===== config.mk =====
export PLATFORM = sky130hd
export DESIGN_NAME = regfield_cell
export DESIGN_NICKNAME = d
export VERILOG_FILES = /design/src/rtl/regfld_pkg.sv /design/src/rtl/regfld_lane_merge.sv /design/src/rtl/regfld_arbiter.sv /design/src/rtl/regfld_store.sv /design/src/rtl/regfld_reduce.sv /design/src/rtl/regfield_cell.sv
export SDC_FILE = /design/constraint.sdc
export NUM_CORES = 1
export LEC_CHECK = 0
export ABC_CLOCK_PERIOD_IN_PS = 5500
export BUFFER_PORTS_ARGS = -buffer_cell sky130_fd_sc_hd__buf_4
export CAP_MARGIN = 20
export CELL_PAD_IN_SITES_DETAIL_PLACEMENT = 0
export CELL_PAD_IN_SITES_GLOBAL_PLACEMENT = 1
export CORE_ASPECT_RATIO = 0.5
export CORE_UTILIZATION = 31
export DETAILED_ROUTE_END_ITERATION = 10
export PLACE_DENSITY = 0.85
export SLEW_MARGIN = 20
export SYNTH_ARGS = -nofsm -noshare
export SYNTH_HDL_FRONTEND = slang
export SYNTH_SLANG_ARGS = --single-unit
export TNS_END_PERCENT = 50

===== constraint.sdc =====
create_clock -name clk -period 5.5 [get_ports clk]
set_clock_uncertainty 0.15 [all_clocks]
set_input_delay 1.1 -clock clk [delete_from_list [all_inputs] [get_ports clk]]
set_output_delay 1.1 -clock clk [all_outputs]
set_load 0.005 [all_outputs]

===== src/rtl/regfld_pkg.sv =====
package regfld_pkg;

    // Update source chosen for the field in one cycle
    typedef enum logic [1:0] {
        SRC_HOLD  = 2'd0,
        SRC_SW    = 2'd1,
        SRC_HW    = 2'd2,
        SRC_CLEAR = 2'd3
    } upd_src_e;

    localparam int HWEN_NONE = 0;
    localparam int HWEN_HIGH = 1;
    localparam int HWEN_LOW  = 2;

endpackage


===== src/rtl/regfld_lane_merge.sv =====
module regfld_lane_merge #(
    parameter int BUS_W   = 32,
    parameter int FLD_LSB = 5,
    parameter int FLD_MSB = 19,
    localparam int W      = FLD_MSB - FLD_LSB + 1
) (
    input  logic [BUS_W-1:0]   wdata,
    input  logic [BUS_W/8-1:0] be,
    input  logic               strobe,
    input  logic [W-1:0]       cur,
    output logic [W-1:0]       merged,
    output logic               hit
);
    localparam int LO_LANE = FLD_LSB / 8;
    localparam int HI_LANE = FLD_MSB / 8;
    localparam int N_LANES = HI_LANE - LO_LANE + 1;

    logic [N_LANES-1:0] lane_on;

    // One slice per byte lane; the edge lanes may be partial
    for (genvar k = 0; k < N_LANES; k++) begin : g_lane
        localparam int LANE = LO_LANE + k;
        localparam int BLO  = (LANE * 8 > FLD_LSB) ? LANE * 8 : FLD_LSB;
        localparam int BHI  = (LANE * 8 + 7 < FLD_MSB) ? LANE * 8 + 7 : FLD_MSB;
        assign lane_on[k] = strobe & be[LANE];
        assign merged[BHI-FLD_LSB:BLO-FLD_LSB] =
            lane_on[k] ? wdata[BHI:BLO] : cur[BHI-FLD_LSB:BLO-FLD_LSB];
    end

    assign hit = |lane_on;

endmodule


===== src/rtl/regfld_arbiter.sv =====
module regfld_arbiter
    import regfld_pkg::*;
#(
    parameter bit HW_WINS  = 1'b0,
    parameter bit SELF_CLR = 1'b0
) (
    input  logic     sw_hit,
    input  logic     hw_hit,
    output upd_src_e src
);
    always_comb begin
        unique case ({sw_hit, hw_hit})
            2'b11:   src = HW_WINS ? SRC_HW : SRC_SW;
            2'b10:   src = SRC_SW;
            2'b01:   src = SRC_HW;
            default: src = SELF_CLR ? SRC_CLEAR : SRC_HOLD;
        endcase
    end
endmodule


===== src/rtl/regfld_store.sv =====
module regfld_store
    import regfld_pkg::*;
#(
    parameter int           W           = 15,
    parameter bit           RST_ASYNC   = 1'b1,
    parameter bit           RST_ACT_LOW = 1'b1,
    parameter bit           HAS_RST     = 1'b1,
    parameter logic [W-1:0] RST_VAL     = '0
) (
    input  logic         clk,
    input  logic         rst_in,
    input  upd_src_e     src,
    input  logic [W-1:0] sw_val,
    input  logic [W-1:0] hw_val,
    output logic [W-1:0] q
);
    logic [W-1:0] nxt;
    logic         rst_act;

    assign rst_act = RST_ACT_LOW ? ~rst_in : rst_in;

    always_comb begin
        unique case (src)
            SRC_SW:    nxt = sw_val;
            SRC_HW:    nxt = hw_val;
            SRC_CLEAR: nxt = '0;
            default:   nxt = q;
        endcase
    end

    if (!HAS_RST) begin : g_norst
        always_ff @(posedge clk) q <= nxt;
    end else if (RST_ASYNC && RST_ACT_LOW) begin : g_async_lo
        always_ff @(posedge clk or negedge rst_in)
            if (!rst_in) q <= RST_VAL;
            else         q <= nxt;
    end else if (RST_ASYNC) begin : g_async_hi
        always_ff @(posedge clk or posedge rst_in)
            if (rst_in) q <= RST_VAL;
            else        q <= nxt;
    end else begin : g_sync
        always_ff @(posedge clk)
            if (rst_act) q <= RST_VAL;
            else         q <= nxt;
    end
endmodule


===== src/rtl/regfld_reduce.sv =====
module regfld_reduce #(
    parameter int W       = 15,
    parameter bit HAS_AND = 1'b1,
    parameter bit HAS_OR  = 1'b1,
    parameter bit HAS_XOR = 1'b1
) (
    input  logic [W-1:0] q,
    output logic         y_and,
    output logic         y_or,
    output logic         y_xor
);
    if (HAS_AND) begin : g_and
        assign y_and = &q;
    end else begin : g_no_and
        assign y_and = 1'b0;
    end
    if (HAS_OR) begin : g_or
        assign y_or = |q;
    end else begin : g_no_or
        assign y_or = 1'b0;
    end
    if (HAS_XOR) begin : g_xor
        assign y_xor = ^q;
    end else begin : g_no_xor
        assign y_xor = 1'b0;
    end
endmodule


===== src/rtl/regfield_cell.sv =====
module regfield_cell
    import regfld_pkg::*;
#(
    parameter int               BUS_W       = 32,
    parameter int               FLD_LSB     = 5,
    parameter int               FLD_MSB     = 19,
    parameter bit               RST_ASYNC   = 1'b1,
    parameter bit               RST_ACT_LOW = 1'b1,
    parameter bit               HAS_RST     = 1'b1,
    parameter logic [BUS_W-1:0] RST_VAL     = 32'h0000_4A5C,
    parameter bit               SW_WR       = 1'b1,
    parameter bit               HW_WR       = 1'b1,
    parameter int               HW_EN_MODE  = HWEN_HIGH,
    parameter bit               HW_WINS     = 1'b0,
    parameter bit               SELF_CLR    = 1'b0,
    parameter bit               HAS_AND     = 1'b1,
    parameter bit               HAS_OR      = 1'b1,
    parameter bit               HAS_XOR     = 1'b1
) (
    input  logic                       clk,
    input  logic                       rst_in,
    input  logic                       sw_wr,
    input  logic [BUS_W-1:0]           sw_wdata,
    input  logic [BUS_W/8-1:0]         sw_be,
    input  logic                       hw_wr_en,
    input  logic [FLD_MSB-FLD_LSB:0]   hw_wdata,
    output logic [FLD_MSB-FLD_LSB:0]   fld_q,
    output logic                       fld_and,
    output logic                       fld_or,
    output logic                       fld_xor
);
    localparam int W = FLD_MSB - FLD_LSB + 1;

    logic [W-1:0] sw_merged;
    logic         sw_hit;
    logic         hw_hit;
    logic         hw_gate;
    logic         rst_act;
    upd_src_e     src;
    logic         unused_inputs;

    assign unused_inputs = ^{sw_wdata, sw_be, hw_wr_en};
    assign rst_act       = RST_ACT_LOW ? ~rst_in : rst_in;

    always_comb begin
        unique case (HW_EN_MODE)
            HWEN_HIGH: hw_gate = hw_wr_en;
            HWEN_LOW:  hw_gate = ~hw_wr_en;
            default:   hw_gate = 1'b1;
        endcase
    end
    assign hw_hit = HW_WR & hw_gate;

    initial begin
        if (HW_WINS && HW_WR && (HW_EN_MODE == HWEN_NONE) && SW_WR)
            $warning("regfield_cell: hardware loads every cycle with priority; software writes can never land");
    end

    regfld_lane_merge #(.BUS_W(BUS_W), .FLD_LSB(FLD_LSB), .FLD_MSB(FLD_MSB)) u_merge (
        .wdata(sw_wdata), .be(sw_be), .strobe(sw_wr & SW_WR),
        .cur(fld_q), .merged(sw_merged), .hit(sw_hit)
    );

    regfld_arbiter #(.HW_WINS(HW_WINS), .SELF_CLR(SELF_CLR)) u_arb (
        .sw_hit(sw_hit), .hw_hit(hw_hit), .src(src)
    );

    regfld_store #(
        .W(W), .RST_ASYNC(RST_ASYNC), .RST_ACT_LOW(RST_ACT_LOW),
        .HAS_RST(HAS_RST), .RST_VAL(RST_VAL[W-1:0])
    ) u_store (
        .clk(clk), .rst_in(rst_in), .src(src),
        .sw_val(sw_merged), .hw_val(hw_wdata), .q(fld_q)
    );

    regfld_reduce #(.W(W), .HAS_AND(HAS_AND), .HAS_OR(HAS_OR), .HAS_XOR(HAS_XOR)) u_red (
        .q(fld_q), .y_and(fld_and), .y_or(fld_or), .y_xor(fld_xor)
    );

    // the first sampled cycle after reset still shows the reset value
    assert_rst_value_R1: assert property (@(posedge clk) disable iff (rst_act)
        (HAS_RST && $fell(rst_act)) |-> fld_q == RST_VAL[W-1:0]);

    // software wins a shared cycle when configured so
    assert_sw_wins_R5: assert property (@(posedge clk) disable iff (rst_act)
        (sw_hit && hw_hit && !HW_WINS) |=> fld_q == $past(sw_merged));

    // hardware wins a shared cycle when configured so
    assert_hw_wins_R6: assert property (@(posedge clk) disable iff (rst_act)
        (hw_hit && (HW_WINS || !sw_hit)) |=> fld_q == $past(hw_wdata));

    // an idle cycle clears a self-clearing field
    assert_self_clear_R7: assert property (@(posedge clk) disable iff (rst_act)
        (SELF_CLR && !sw_hit && !hw_hit) |=> fld_q == '0);

    // an idle cycle keeps a plain field
    assert_hold_R8: assert property (@(posedge clk) disable iff (rst_act)
        (!SELF_CLR && !sw_hit && !hw_hit) |=> $stable(fld_q));

endmodule


==> results.md, run 1 <==
* Critical path's most frequent cell: xnor2_1
* Die X at 84.88 um
* Worst path slowest cell: dfstp_2
* Synthesized area at 1065 um^2
* Detailed-route wire length per cell at 14.26 um
* Utilization after layout at 48.68%
* Worst relative slew slack at 52.25%
* Wire length on met3 at 109 um
* Final worst slack at 2493 ps
* Share of layout cells above drive strength 1 at 52.29%
* Top cells by area, synth: dfrtp_1 (19%), dfstp_2 (17%), ha_1 (16%)
* DR pass1 iterations at 6
* Synthesized area per cell at 10.65 um^2
* H-Tree Level Count at 1
* Post-synth EDFFs at 0
* Grt total ovfl at 0
* I/O Pins at 73
* Number of clock sinks at 15
* Starting DRT DRC Count at 42
* TritonCTS clock tree: built
* Crit path buf inv count at 2
* Root buffer cell: clkbuf_8
* Port Buffers at 54
* Largest regs: u_store.q (15)
* Clock Path Buffers at 2
* WP depth at 6
* # nets final at 223
* First-pass GRT wire length at 4554 um
* Final Max Tran Viols at 0
* WL met1 at 1256 um
* Final hold vios at 0
* Status: finished clean
* HP Class: reg -> reg
* # diodes at 0
* Vias post-DR at 949
* Worst-margin pin slew at 716.2 ps
* Synth top area share at 18.80%
* Crit-path cells: inv_1 > ha_1 > xnor2_1 > xnor2_1 > xnor2_1 > buf_4
* Hold Path Stages at 1
* CP max FO at 4
* Post-CTS Setup Bufs at 0
* Max-cap violations at 0
* Final number of setup-violating endpoints at 0
* Prevailing post-synth register cell: dfrtp_1
* Post-CTS Resized at 0
* Crit share post-route at 54.67%
* Area occupied by multi-input gates at 585.6 um^2
* Mapped Cells at 100
* Total wire length at 2753 um
* Crit start category: flip-flop
* Inserted Clock Buffers at 3
* Met2 WL post-DR at 1388 um
* Largest Register: u_store.q
* Top cells by count, synth: inv_1 (15), ha_1 (14), and3_2 (11)
* Unique cell type count in the Yosys netlist at 22
* Row cnt at 14
* CTS clock-pin slew for the worst setup and hold paths at 60 ps
* Crit path arrival time at 1760 ps
* Dpl ws at 2739 ps
* Die height at 43.44 um
* Cells after DPL at 189
* Flops & latches, synth at 15
* Detail Placement HPWL at 2196 um
* Vias/cell at 4.917
* Vias in the first global route at 919
* CP top delay family: flip-flops
* Largest register FFs at 15
* DR top layer: met3
* Leak at 0.7938 nW
* Antenna Nets Post-Route at 0
* Worst R2R Path Depth at 1
* Design area at 1526 um^2
* Largest net degree at the start of global routing at 23
* Setup TNS at 0 ps
* Crit Path Category: reg -> out
* Pwr/cell area at 263.8 nW/um^2
* FF+latch area at 384.1 um^2
* Syn_nets at 169
* RSZ-0062 raised after global routing: false
* Hold-fix buffers, CTS at 0
* CORE AREA at 3136 um^2
* Worst-skew pair later-pin latency at 240 ps
* Placement Cell Area at 1481 um^2
* Worst endpoint required time at 4250 ps
* Fill cell count at 305
* Initial antenna violation count at 0
* F_max at 0.3326 GHz
* DR DRC count at 0
* Worst ir drop on vdd at 0.0001083 V
* Minimum clock period at 3007 ps
* Synthesis-to-finish area growth at 43.36%
* Type of element capturing the critical path: output port
* Die area at 3687 um^2
* Async SR Flop Fraction at 100.0%
* GPL Wtd Cong at 0.7812
* Synthesis Warnings at 0
* Worst path max stage delay at 560 ps
* Initial core utilization at 33.96%
* Finished Layout Cells at 193
* Cell taking the most area after synthesis: dfrtp_1
* Seq/Total Area, Yosys at 36.08%
* Gr usage total at 16.11%
* Most frequent cell after synthesis: inv_1
==> cells in the final DEF (no fill, tap or decap) <==
cell and instances:
nand2_1 1, or4_1 1, and2_1 1, and3_2 11, ha_1 14, and3_1 4, inv_1 15, a22oi_1 3
a221o_2 5, dfstp_2 7, buf_4 54, clkbuf_1 1, nand4_1 3, xnor2_1 6, clkbuf_8 3, nor2_1 1
xor2_1 1, dfrtp_1 8, a221o_1 10, o21ai_0 3, o31ai_1 1
==> power by group <==
group          switching [W]  leakage (nW)  internal (W)
combinational      0.0000622         0.600      0.000104
sequential         0.0000211         0.171      0.000131
clock              0.0000337        0.0228     0.0000512
total               0.000117         0.794      0.000286
==> final timing paths <==
kind / start / endpoint / slack (ps)
worst min-delay path: u_store.q[8] / u_store.q[8] / 430
worst min register to register: u_store.q[8] / u_store.q[8] / 430
worst max register to register: u_store.q[12] / u_store.q[12] / 4410
worst max-delay path: u_store.q[6] / fld_xor / 2490
max in group asynchronous: rst_in / u_store.q[14] / 4420
min in group asynchronous: rst_in / u_store.q[7] / 550
==> routing by layer <==
layer	GRT usage (%)	up-vias
met2	28.29	20
met4	3.051	0
met1	21.84	455
met3	2.286	0
met5	0	-
li1	-	474
==> logic make-up (layout without fill, tap and decap cells) <==
family	after synthesis	in the layout	synth area share (%)
xor gates and xnor gates	7	7	5.758
DFF	15	15	36.08
and+or+nand+nor	22	22	13.87
AOI/OAI and AO/OA	22	22	18.92
adders and majority gates	14	14	16.45
buffers and inverters	20	73	8.930
==> cell type report <==
class                           count  area share [%]
Tap cell                           40           3.279
Clock buffer                        4           2.951
Inverter                           15           3.689
Timing Repair Buffer               54           26.56
Multi-Input combinational cell     65           38.36
Sequential cell                    15           25.16
==> through the flow <==
stage	hold WS [ps]	total power, W
finish	427.6	0.0004027
global route	439.2	0.0004327
CTS	430.0	0.0004073
detailed placement	417.5	0.0003219
global placement	418.3	0.0003186
floorplan	397.3	0.0002391
Note: power is estimated with default switching activity, not from simulation.
==> inputs of run 2 (changes only) <==
--- a/config.mk
+++ b/config.mk
@@ -5,15 +5,16 @@
 export SDC_FILE = /design/constraint.sdc
 export NUM_CORES = 1
 export LEC_CHECK = 0
-export ABC_CLOCK_PERIOD_IN_PS = 5500
+export ABC_AREA = 1
+export ABC_CLOCK_PERIOD_IN_PS = 2600
 export BUFFER_PORTS_ARGS = -buffer_cell sky130_fd_sc_hd__buf_4
 export CAP_MARGIN = 20
 export CELL_PAD_IN_SITES_DETAIL_PLACEMENT = 0
 export CELL_PAD_IN_SITES_GLOBAL_PLACEMENT = 1
 export CORE_ASPECT_RATIO = 0.5
-export CORE_UTILIZATION = 31
+export CORE_UTILIZATION = 27
 export DETAILED_ROUTE_END_ITERATION = 10
-export PLACE_DENSITY = 0.85
+export PLACE_DENSITY = 0.78
 export SLEW_MARGIN = 20
 export SYNTH_ARGS = -nofsm -noshare
 export SYNTH_HDL_FRONTEND = slang
==> constraint.sdc (replaced) <==
create_clock -name clk -period 2.6 [get_ports clk]
set_clock_uncertainty 0.15 [all_clocks]
set_input_delay 0.52 -clock clk [delete_from_list [all_inputs] [get_ports clk]]
set_output_delay 0.52 -clock clk [all_outputs]
set_load 0.005 [all_outputs]
==> results.md, run 2 <==
* Status: finished clean
* Die area at 4717 um^2
* Utilization after layout at 42.00%
* H-Tree Level Count at 1
* Synthesis Warnings at 0
* Initial antenna violation count at 0
* Crit start category: flip-flop
* RSZ-0062 raised after global routing: false
* Max-cap violations at 0
* # nets final at 271
* Final number of setup-violating endpoints at 0
* Number of clock sinks at 15
* Most frequent cell after synthesis: nand2_1
* Worst relative slew slack at 76.38%
* HP Class: in -> reg
* Type of element capturing the critical path: output port
* Leak at 0.9283 nW
* Largest Register: u_store.q
* DR pass1 iterations at 3
* Worst path max stage delay at 580 ps
* Post-CTS Setup Bufs at 0
* Cell taking the most area after synthesis: dfrtp_1
* Port Buffers at 54
* Synthesized area at 1196 um^2
* Crit-path cells: inv_1 > ha_1 > xor2_1 > nand2_1 > nand2_1 > nand2_1 > nand2_1 > buf_4
* Vias/cell at 4.271
* Starting DRT DRC Count at 23
* Final hold vios at 0
* Top cells by count, synth: nand2_1 (50), inv_1 (21), ha_1 (14)
* Die X at 96.13 um
* CP max FO at 4
* Row cnt at 16
* # diodes at 0
* Die height at 49.07 um
* Area occupied by multi-input gates at 711.9 um^2
* Largest regs: u_store.q (15)
* Setup TNS at 0 ps
* DR DRC count at 0
* Synthesis-to-finish area growth at 42.68%
* Post-synth EDFFs at 0
* Clock Path Buffers at 2
* Largest net degree at the start of global routing at 19
* CP top delay family: flip-flops
* TritonCTS clock tree: built
* Vias in the first global route at 1058
* Antenna Nets Post-Route at 0
* Root buffer cell: clkbuf_8
* Share of layout cells above drive strength 1 at 40.30%
* First-pass GRT wire length at 4588 um
* Fill cell count at 424
* Initial core utilization at 29.43%
* Inserted Clock Buffers at 3
* Clk pwr share at 18.4%
* Detail Placement HPWL at 2257 um
* Net Sw Frac at 35.31%
* Detailed-route wire length per cell at 10.91 um
* Synth top area share at 16.74%
* Critical path's most frequent cell: nand2_1
* Flops & latches, synth at 15
* FF+latch area at 384.1 um^2
* Pwr/cell area at 575.3 nW/um^2
* Gr usage total at 12.86%
* CORE AREA at 4064 um^2
* Final Max Tran Viols at 0
* Commonest non-fill, non-tap cells in the layout: buf_4 (54), nand2_1 (50), inv_1 (21)
* Crit path arrival time at 1780 ps
* Syn_nets at 212
* Largest register FFs at 15
* GPL Wtd Cong at 0.7122
* Worst endpoint required time at 1930 ps
* Grt total ovfl at 0
* Mapped Cells at 143
* Synthesized area per cell at 8.365 um^2
* Worst path slowest cell: dfstp_2
* Worst-margin pin slew at 354.3 ps
* I/O Pins at 73
* Top cells by area, synth: dfrtp_1 (17%), nand2_1 (16%), dfstp_2 (15%)
* Worst-skew pair later-pin latency at 240 ps
* Crit path buf inv count at 2
* Internal cell power at 0.0006351 W
* Prevailing post-synth register cell: dfrtp_1
* Crit share post-route at 94.13%
* Crit Path Category: reg -> out
* Unique cell type count in the Yosys netlist at 17
* Seq/Total Area, Yosys at 32.11%
* Logic pwr share at 47.7%
* Total wire length at 2781 um
* Async SR Flop Fraction at 100.0%
* Vias post-DR at 1089
* F_max at 0.4086 GHz
* CTS clock-pin slew for the worst setup and hold paths at 50 ps
* Commonest non-fill, non-tap cell in the layout: buf_4
* Minimum clock period at 2447 ps
* NetSw at 0.0003466 W
* Sequential share of power at 33.9%
* Worst ir drop on vdd at 0.0002158 V
## run 2: routing by layer
metal / track usage [%] / wire, um / part of all wire [%]
met5: 0 / 0 / 0
met4: 3.731 / 20 / 0.72
met3: 3.271 / 70 / 2.5
met2: 20.21 / 1279 / 46
met1: 17.37 / 1410 / 51
## run 2: cell type report
class | instances | area share, %
multi-input cells | 105 | 41.72
well taps | 54 | 3.959
flip-flops and latches | 15 | 22.51
clock buffers | 4 | 2.639
repair buffers | 55 | 24.34
inverters | 22 | 4.839
## run 2: path summary, 6_finish.rpt
check                               from  slack (ps)  cells past startpoint       endpoint
setup / recovery            u_store.q[2]         150                      8        fld_xor
hold / removal               hw_wdata[1]         330                      3   u_store.q[1]
setup reg to reg           u_store.q[14]        1630                      2  u_store.q[14]
hold reg to reg             u_store.q[4]         340                      2   u_store.q[4]
max in group asynchronous         rst_in        1540                      2  u_store.q[14]
min in group asynchronous         rst_in         520                      2  u_store.q[10]
## run 2: timing repair
| action | in CTS | in global routing |
|---|---|---|
| hold buffers | 1 | 0 |
| endpoints found under the setup margin | 0 | 1 |
| gates resized for setup | 0 | 1 |
| endpoints found under the hold margin | 8 | 0 |
## run 2: power groups by stage
stage                     combinational (W)  sequential (W)  clock [W]
after detailed placement           0.000472        0.000335          0
final                              0.000468        0.000333   0.000181
after global placement             0.000463        0.000336          0
after global routing               0.000534        0.000339   0.000205
after CTS                          0.000476        0.000332   0.000187
after floorplan                    0.000297        0.000322          0
## run 2: worst min-delay path, cell delays in order
cell	delay, ps
buf_4	80
a22oi_2	40
nand2_1	50
## run 2: cell families (layout without fill, tap and decap cells)
| family | Yosys count | count (layout) | synth area share [%] |
|---|---|---|---|
| AO/OA/AOI/OAI | 15 | 15 | 13.60 |
| XOR/XNOR | 9 | 9 | 6.589 |
| flip-flops | 15 | 15 | 32.11 |
| AND/OR/NAND/NOR | 67 | 67 | 24.48 |
| buffers and inverters | 23 | 81 | 8.578 |
| adder cells (fa/ha/maj) | 14 | 14 | 14.64 |
## run 2: stage by stage
stage / setup slack [ps] / hold WS [ps] / total power [W] / instance area, um^2 / instances
after floorplan: 612.1 / 74.41 / 0.0006194 / 1196 / 143
after global placement: 423.2 / 231.1 / 0.0007984 / 1649 / 250
after detailed placement: 417.8 / 229.3 / 0.0008068 / 1649 / 250
after CTS: 142.5 / 329.2 / 0.0009952 / 1704 / 255
after global routing: 16.03 / 326.1 / 0.001079 / 1707 / 255
final: 152.7 / 331.5 / 0.0009817 / 1707 / 255
